`src/rtl/rix_pkg.sv`:
```
package rix_pkg;

  localparam int unsigned OPW = 4;

  typedef enum logic [OPW-1:0] {
    OP_ADD  = 4'h0,
    OP_SUB  = 4'h1,
    OP_AND  = 4'h2,
    OP_OR   = 4'h3,
    OP_XOR  = 4'h4,
    OP_SLT  = 4'h5,
    OP_ADDI = 4'h8,
    OP_SLTI = 4'h9,
    OP_ANDI = 4'hA,
    OP_ORI  = 4'hB,
    OP_LUI  = 4'hC
  } op_e;

  typedef enum logic [2:0] {
    FN_ADD, FN_SUB, FN_AND, FN_OR, FN_XOR, FN_SLT, FN_PASSB, FN_ZERO
  } fn_e;

  // how the second operand is formed
  typedef enum logic [1:0] {
    SRC_REG, SRC_SEXT, SRC_ZEXT, SRC_HIGH
  } src_e;

  typedef struct packed {
    fn_e  fn;
    src_e src;
  } ctl_t;

endpackage

```
`src/rtl/rix_decode.sv`:
```
module rix_decode
  import rix_pkg::*;
(
  input  logic [OPW-1:0] op,
  output ctl_t           ctl
);

  always_comb begin
    ctl = '{fn: FN_ZERO, src: SRC_REG};
    case (op)
      OP_ADD:  ctl = '{fn: FN_ADD,   src: SRC_REG};
      OP_SUB:  ctl = '{fn: FN_SUB,   src: SRC_REG};
      OP_AND:  ctl = '{fn: FN_AND,   src: SRC_REG};
      OP_OR:   ctl = '{fn: FN_OR,    src: SRC_REG};
      OP_XOR:  ctl = '{fn: FN_XOR,   src: SRC_REG};
      OP_SLT:  ctl = '{fn: FN_SLT,   src: SRC_REG};
      OP_ADDI: ctl = '{fn: FN_ADD,   src: SRC_SEXT};
      OP_SLTI: ctl = '{fn: FN_SLT,   src: SRC_SEXT};
      OP_ANDI: ctl = '{fn: FN_AND,   src: SRC_ZEXT};
      OP_ORI:  ctl = '{fn: FN_OR,    src: SRC_ZEXT};
      OP_LUI:  ctl = '{fn: FN_PASSB, src: SRC_HIGH};
      default: ctl = '{fn: FN_ZERO,  src: SRC_REG};
    endcase
  end

endmodule

```
`src/rtl/rix_operand.sv`:
```
module rix_operand
  import rix_pkg::*;
#(
  parameter int unsigned XLEN = 32,
  parameter int unsigned IMMW = 16
) (
  input  src_e            src,
  input  logic [XLEN-1:0] reg_val,
  input  logic [IMMW-1:0] imm,
  output logic [XLEN-1:0] opnd
);

  localparam int unsigned PADW = XLEN - IMMW;

  always_comb begin
    unique case (src)
      SRC_SEXT: opnd = {{PADW{imm[IMMW-1]}}, imm};
      SRC_ZEXT: opnd = {{PADW{1'b0}}, imm};
      SRC_HIGH: opnd = {imm, {PADW{1'b0}}};
      default:  opnd = reg_val;
    endcase
  end

endmodule

```
`src/rtl/rix_alu.sv`:
```
module rix_alu
  import rix_pkg::*;
#(
  parameter int unsigned XLEN = 32
) (
  input  fn_e             fn,
  input  logic [XLEN-1:0] a,
  input  logic [XLEN-1:0] b,
  output logic [XLEN-1:0] y
);

  logic lt_signed;
  assign lt_signed = $signed(a) < $signed(b);

  always_comb begin
    unique case (fn)
      FN_ADD:   y = a + b;
      FN_SUB:   y = a - b;
      FN_AND:   y = a & b;
      FN_OR:    y = a | b;
      FN_XOR:   y = a ^ b;
      FN_SLT:   y = {{(XLEN-1){1'b0}}, lt_signed};
      FN_PASSB: y = b;
      default:  y = '0;
    endcase
  end

endmodule

```
`src/rtl/rix_regfile.sv`:
```
module rix_regfile #(
  parameter int unsigned XLEN  = 32,
  parameter int unsigned NREGS = 32,
  parameter int unsigned NRD   = 2
) (
  input  logic                     clk,
  input  logic                     rst_n,
  input  logic [$clog2(NREGS)-1:0] rd_addr [NRD],
  output logic [XLEN-1:0]          rd_data [NRD],
  input  logic                     wr_en,
  input  logic [$clog2(NREGS)-1:0] wr_addr,
  input  logic [XLEN-1:0]          wr_data
);

  localparam int unsigned AW = $clog2(NREGS);

  // storage exists only for registers 1..NREGS-1; register 0 is a constant
  logic [XLEN-1:0] mem [1:NREGS-1];

  always_ff @(posedge clk or negedge rst_n) begin
    if (!rst_n) begin
      for (int i = 1; i < NREGS; i++) mem[i] <= '0;
    end else if (wr_en && wr_addr != '0) begin
      mem[wr_addr] <= wr_data;
    end
  end

  for (genvar p = 0; p < NRD; p++) begin : g_rd
    assign rd_data[p] = (rd_addr[p] == AW'(0)) ? '0 : mem[rd_addr[p]];
  end

  // a write to a real register lands one edge later
  p_write_lands_r9: assert property (@(posedge clk) disable iff (!rst_n)
    (wr_en && wr_addr != '0) |=> mem[$past(wr_addr)] == $past(wr_data));

endmodule

```
`src/rtl/rix_exec_unit.sv`:
```
module rix_exec_unit
  import rix_pkg::*;
#(
  parameter int unsigned XLEN  = 32,
  parameter int unsigned IMMW  = 16,
  parameter int unsigned NREGS = 32
) (
  input  logic                     clk,
  input  logic                     rst_n,
  input  logic                     in_valid,
  output logic                     in_ready,
  input  logic [OPW-1:0]           in_op,
  input  logic [$clog2(NREGS)-1:0] in_dst,
  input  logic [$clog2(NREGS)-1:0] in_src_a,
  input  logic [$clog2(NREGS)-1:0] in_src_b,
  input  logic [IMMW-1:0]          in_imm,
  output logic                     out_valid,
  input  logic                     out_ready,
  output logic [$clog2(NREGS)-1:0] out_dst,
  output logic [XLEN-1:0]          out_result
);

  localparam int unsigned AW = $clog2(NREGS);

  ctl_t            ctl;
  logic [AW-1:0]   rd_addr [2];
  logic [XLEN-1:0] rd_data [2];
  logic [XLEN-1:0] opnd_b;
  logic [XLEN-1:0] alu_y;
  logic            accept;

  assign in_ready = !out_valid || out_ready;
  assign accept   = in_valid && in_ready;

  assign rd_addr[0] = in_src_a;
  assign rd_addr[1] = in_src_b;

  rix_decode u_dec (
    .op  (in_op),
    .ctl (ctl)
  );

  rix_regfile #(.XLEN(XLEN), .NREGS(NREGS), .NRD(2)) u_rf (
    .clk     (clk),
    .rst_n   (rst_n),
    .rd_addr (rd_addr),
    .rd_data (rd_data),
    .wr_en   (accept),
    .wr_addr (in_dst),
    .wr_data (alu_y)
  );

  rix_operand #(.XLEN(XLEN), .IMMW(IMMW)) u_opnd (
    .src     (ctl.src),
    .reg_val (rd_data[1]),
    .imm     (in_imm),
    .opnd    (opnd_b)
  );

  rix_alu #(.XLEN(XLEN)) u_alu (
    .fn (ctl.fn),
    .a  (rd_data[0]),
    .b  (opnd_b),
    .y  (alu_y)
  );

  always_ff @(posedge clk or negedge rst_n) begin
    if (!rst_n) begin
      out_valid  <= 1'b0;
      out_dst    <= '0;
      out_result <= '0;
    end else if (accept) begin
      out_valid  <= 1'b1;
      out_dst    <= in_dst;
      out_result <= alu_y;
    end else if (out_ready) begin
      out_valid  <= 1'b0;
    end
  end

  // a stalled result holds still
  p_hold_stall_r2: assert property (@(posedge clk) disable iff (!rst_n)
    (out_valid && !out_ready) |=> (out_valid && $stable(out_result) && $stable(out_dst)));

  // acceptance yields a result on the next cycle
  p_accept_valid_r2: assert property (@(posedge clk) disable iff (!rst_n)
    (in_valid && in_ready) |=> out_valid);

  // set-less-than results are a single bit
  p_slt_bool_r4: assert property (@(posedge clk) disable iff (!rst_n)
    (accept && (in_op == OP_SLT || in_op == OP_SLTI)) |=> out_result[XLEN-1:1] == '0);

  // load-upper clears the low half
  p_lui_low_r7: assert property (@(posedge clk) disable iff (!rst_n)
    (accept && in_op == OP_LUI) |=> out_result[XLEN-IMMW-1:0] == '0);

  // OR of register 0 with itself is zero
  p_zero_reads_r8: assert property (@(posedge clk) disable iff (!rst_n)
    (accept && in_op == OP_OR && in_src_a == '0 && in_src_b == '0) |=> out_result == '0);

endmodule

```
`config.mk`:
```
export PLATFORM = sky130hd
export DESIGN_NAME = rix_exec_unit
export DESIGN_NICKNAME = d
export VERILOG_FILES = /design/src/rtl/rix_pkg.sv /design/src/rtl/rix_decode.sv /design/src/rtl/rix_operand.sv /design/src/rtl/rix_alu.sv /design/src/rtl/rix_regfile.sv /design/src/rtl/rix_exec_unit.sv
export SDC_FILE = /design/constraint.sdc
export NUM_CORES = 2
export LEC_CHECK = 0
export ABC_AREA = 1
export CORE_MARGIN = 2
export CORE_UTILIZATION = 47
export CTS_CLUSTER_SIZE = 16
export DETAILED_ROUTE_END_ITERATION = 7
export SETUP_SLACK_MARGIN = 0.4
export SLEW_MARGIN = 20
export SYNTH_ARGS = -nofsm -noshare
export SYNTH_HDL_FRONTEND = slang
export SYNTH_SLANG_ARGS = --single-unit
export TNS_END_PERCENT = 20
```
`constraint.sdc`:
```
create_clock -name clk -period 3.85 [get_ports clk]
set_input_delay 0.5775 -clock clk [delete_from_list [all_inputs] [get_ports clk]]
set_output_delay 0.5775 -clock clk [all_outputs]
set_load 0.02 [all_outputs]
```
==> impl_metrics.ini <==
[synth]
synth_most_common_cell = sky130_fd_sc_hd__nand2_1
synth_top_area_share_pct = 40.68
sequential_area_share_after_synthesis_pct = 40.68
synth_simple_gate_area_share_pct = 26.01
synth_enable_flop_cells = 0
synth.cell_area_sq_um = 63350
postSynth.topFlopCell = sky130_fd_sc_hd__dfrtp_1
post-synth-top-area-cell = sky130_fd_sc_hd__dfrtp_1
yosys_warnings = 0
synth_fa_ha_area_share_pct = 2.058
syn-num-nets = 9482
synth-seq-cells = 1030
synthMuxAreaShare_pct = 0.01580
post_synth_main_area_contributors = sky130_fd_sc_hd__dfrtp_1 (41%), sky130_fd_sc_hd__nand2_1 (20%), sky130_fd_sc_hd__o21ai_0 (9.6%)
yosysUniqueCellTypes = 52
synth-compound-area-share_pct = 21.24
asyncSetResetFlopFracSynth_pct = 100.0
largest_family_of_logic_cells_by_synthesized_area = simple AND/OR/NAND/NOR gates
syn_avg_cell_area_sq_um = 6.783
synth_cells = 9340
synth.cells.most_frequent = sky130_fd_sc_hd__nand2_1 (3,294), sky130_fd_sc_hd__o21ai_0 (1,212), sky130_fd_sc_hd__dfrtp_1 (1,030)
yosys.area_share.xor_xnor_pct = 0.02765

[floorplanning]
fp.dieW_microns = 371.1
design.portCount = 78
die_y_microns = 371.1
floorplan.die_area_sq_um = 137700
core-area_sq_um = 133600
row_count = 134
initial_cell_density_of_the_core_pct = 47.41

[routing]
vias_per_cell = 6.043
wl_final_microns = 308600
via_count = 71360
detailedRoute.firstIterationViolations = 10330
ant_nets = 0
detail_route.wl_per_cell_microns = 26.13
drt_drc_violations_left = 11
drt-pass1-iter-count = 8

[final_layout]
fin_nets = 10070
final_layout_size_suffix_gt1_share_pct = 17.78
flow.area_growth_from_synthesis_pct = 27.86
finalInstanceArea_sq_um = 81000

[power_and_ir_drop]
power.density_cell_area_nw_per_um2 = 470.6
peakVddDrop_mv = 0.4102
p_total_uw = 38120
p_leak_uw = 0.03995

[timing]
clock_skew_ns = 0.07027
maxSlewHeadroom_pct = 19.81
tns_ns = 0
timing.fmax_ghz = 0.2599
setup_viol = 0
finalHoldWorstSlack_ns = 0.3179
slew_violations = 0
post-route-period-util_pct = 99.93
timing_hold_violations_final = 0
finalCriticalPeriod_ns = 3.847
unrepaired_setup_endpoints_after_global_routing = yes
tightestPinTransition_ns = 1.202

[worst_hold_path]
type_of_the_most_critical_hold_path = input port to async pin

[setup_path]
critPathMostFrequentCell = sky130_fd_sc_hd__nand2_4
critical_path.max_stage_delay_ns = 0.37
cp_slowest_cell = sky130_fd_sc_hd__fa_2
crit_type = input port to flip-flop
cp-start-kind = input port
crit_fanout = 15
cp_data_required_time_ns = 4.49
critical_path_arrival_ns = 4.49
cp-end-kind = flip-flop

[place]
post_dp_cell_area_sq_um = 73480
half_perimeter_wire_length_after_detailed_placement_microns = 203900
portBuffers = 77
gp_congestion = 1.008

[global_route]
largest_net_degree_at_the_start_of_global_routing = 118
number_of_antenna_violations_at_the_first_check_in_global_routing = 4
global_route.usage.total_pct = 43.02
global_route.overflow_total = 0
grt_pass1_vias = 65990
grt_first_pass_wirelength_microns = 440100

[cts]
root_buffer = sky130_fd_sc_hd__clkbuf_16
clk_path_buf_depth = 3
worst_skew_pair.late_latency_ns = 0.79
tritoncts_num_sinks = 1030
clk_transition_reported_paths_ns = 0.06
cts_made_buffers = 119
cts_htree_levels = 3
cts_tree = done

[status]
failing_checks = DRC
result_of_the_run = complete, but fails checks

[run]
max_cap_violations = 0
[stage by stage]
stage                     util (%)  cells  setup slack [ns]
after detailed placement     54.99  11500            -1.397
after global placement       54.99  11500            -1.357
after CTS                    59.31  11770            0.1182
after floorplan                  -   9340            0.3852
after global routing         60.62  11810          -0.08229
final                        60.62  11810          0.002534
[per-layer routing]
metal	track usage (%)	vias to the layer above	wire length, microns
li1	-	31580	-
met1	58.37	33790	120100
met2	61.87	4894	128200
met3	9.401	1095	35440
met4	27.80	4	24770
met5	0	-	27
[power by group]
group          internal, uW  switching, uW
Sequential            12800           1200
Combinational          4660           7430
Clock                  6920           5130
Total                 24400          13800
[worst paths after layout]
kind | to | startpoint | slack (ns) | depth (start not counted)
setup / recovery | u_rf.mem[624] | in_src_b[1] | 0.003 | 31
hold / removal | u_rf.mem[420] | rst_n | 0.32 | 2
setup reg to reg | u_rf.mem[624] | u_rf.mem[417] | 0.05 | 32
hold reg to reg | out_result[26] | out_result[26] | 0.48 | 2
max in group asynchronous | u_rf.mem[884] | rst_n | 2.25 | 4
min in group clk | out_valid | out_ready | 0.45 | 4
[placed cells by master, fill, tap and decap left out, types with 21 or more instances in the layout]
cell                              netlist  final
sky130_fd_sc_hd__nand2_1             3294   3134
sky130_fd_sc_hd__o21ai_0             1212   1166
sky130_fd_sc_hd__dfrtp_1             1030   1030
sky130_fd_sc_hd__buf_4                 31    869
sky130_fd_sc_hd__inv_1                802    789
sky130_fd_sc_hd__a21oi_1              710    678
sky130_fd_sc_hd__nor2_1               432    362
sky130_fd_sc_hd__nand3_1              382    324
sky130_fd_sc_hd__buf_12                 0    165
sky130_fd_sc_hd__o211ai_1             136    136
sky130_fd_sc_hd__clkbuf_16              0    133
sky130_fd_sc_hd__nand2_2                1    129
sky130_fd_sc_hd__o221ai_1             104    103
sky130_fd_sc_hd__o21ai_1               65     99
sky130_fd_sc_hd__a22oi_1               70     70
sky130_fd_sc_hd__ha_1                 101     68
sky130_fd_sc_hd__clkdlybuf4s50_1        0     66
sky130_fd_sc_hd__o22ai_1               54     53
sky130_fd_sc_hd__buf_6                  1     48
sky130_fd_sc_hd__nor2_4                 1     46
sky130_fd_sc_hd__nand3_2                6     45
sky130_fd_sc_hd__nor2_2                 7     32
sky130_fd_sc_hd__o2111ai_1             36     32
sky130_fd_sc_hd__a21oi_2                0     30
sky130_fd_sc_hd__clkinv_2               0     29
sky130_fd_sc_hd__nand2_4                0     29
sky130_fd_sc_hd__ha_4                   0     29
sky130_fd_sc_hd__clkbuf_1             375     25
sky130_fd_sc_hd__inv_2                 23     24
sky130_fd_sc_hd__clkbuf_8               0     24
sky130_fd_sc_hd__nor3_1                28     22
sky130_fd_sc_hd__buf_16                 0     21
[cells by family (layout without fill, tap and decap cells)]
| logic type | after synthesis | count (layout) |
|---|---|---|
| AO/OA/AOI/OAI | 2436 | 2436 |
| XOR/XNOR | 2 | 2 |
| adder cells (fa/ha/maj) | 103 | 103 |
| buffers and inverters | 1567 | 2265 |
| flip-flops | 1030 | 1030 |
| multiplexers | 1 | 1 |
| other | 0 | 2 |
| AND/OR/NAND/NOR | 4201 | 4201 |
[flip-flops by register name (all words and copies together), names as in the netlist]
register,count
out_dst,5
u_rf.mem,992
out_result,32
out_valid,1
[critical path: cells and delay by family]
kind,cells,cell delay (ns)
AO/OA/AOI/OAI,3,0.43
adder cells (fa/ha/maj),2,0.59
buffers and inverters,12,1.73
AND/OR/NAND/NOR,14,1.09
[area by class of cell]
type / instances / area, sq um
Antenna cell: 2 / 5.005
Clock buffer: 168 / 3402
Clock inverter: 60 / 711.9
Fill cell: 12380 / 52620
Inverter: 841 / 3234
Multi-Input combinational cell: 6743 / 33450
Sequential cell: 1030 / 25770
Tap cell: 1768 / 2212
Timing Repair Buffer: 1196 / 12210
[what timing repair did]
item | 4_1_cts | 5_1_grt
endpoints found under the setup margin | 1024 | 1003
setup buffers | 27 | 19
hold buffers | 1 | 0
pin swaps | 36 | 82
endpoints found under the hold margin | 33 | 0
gates resized for setup | 246 | 308
gates cloned | 14 | 18
Power figures use the tool's default switching activity.
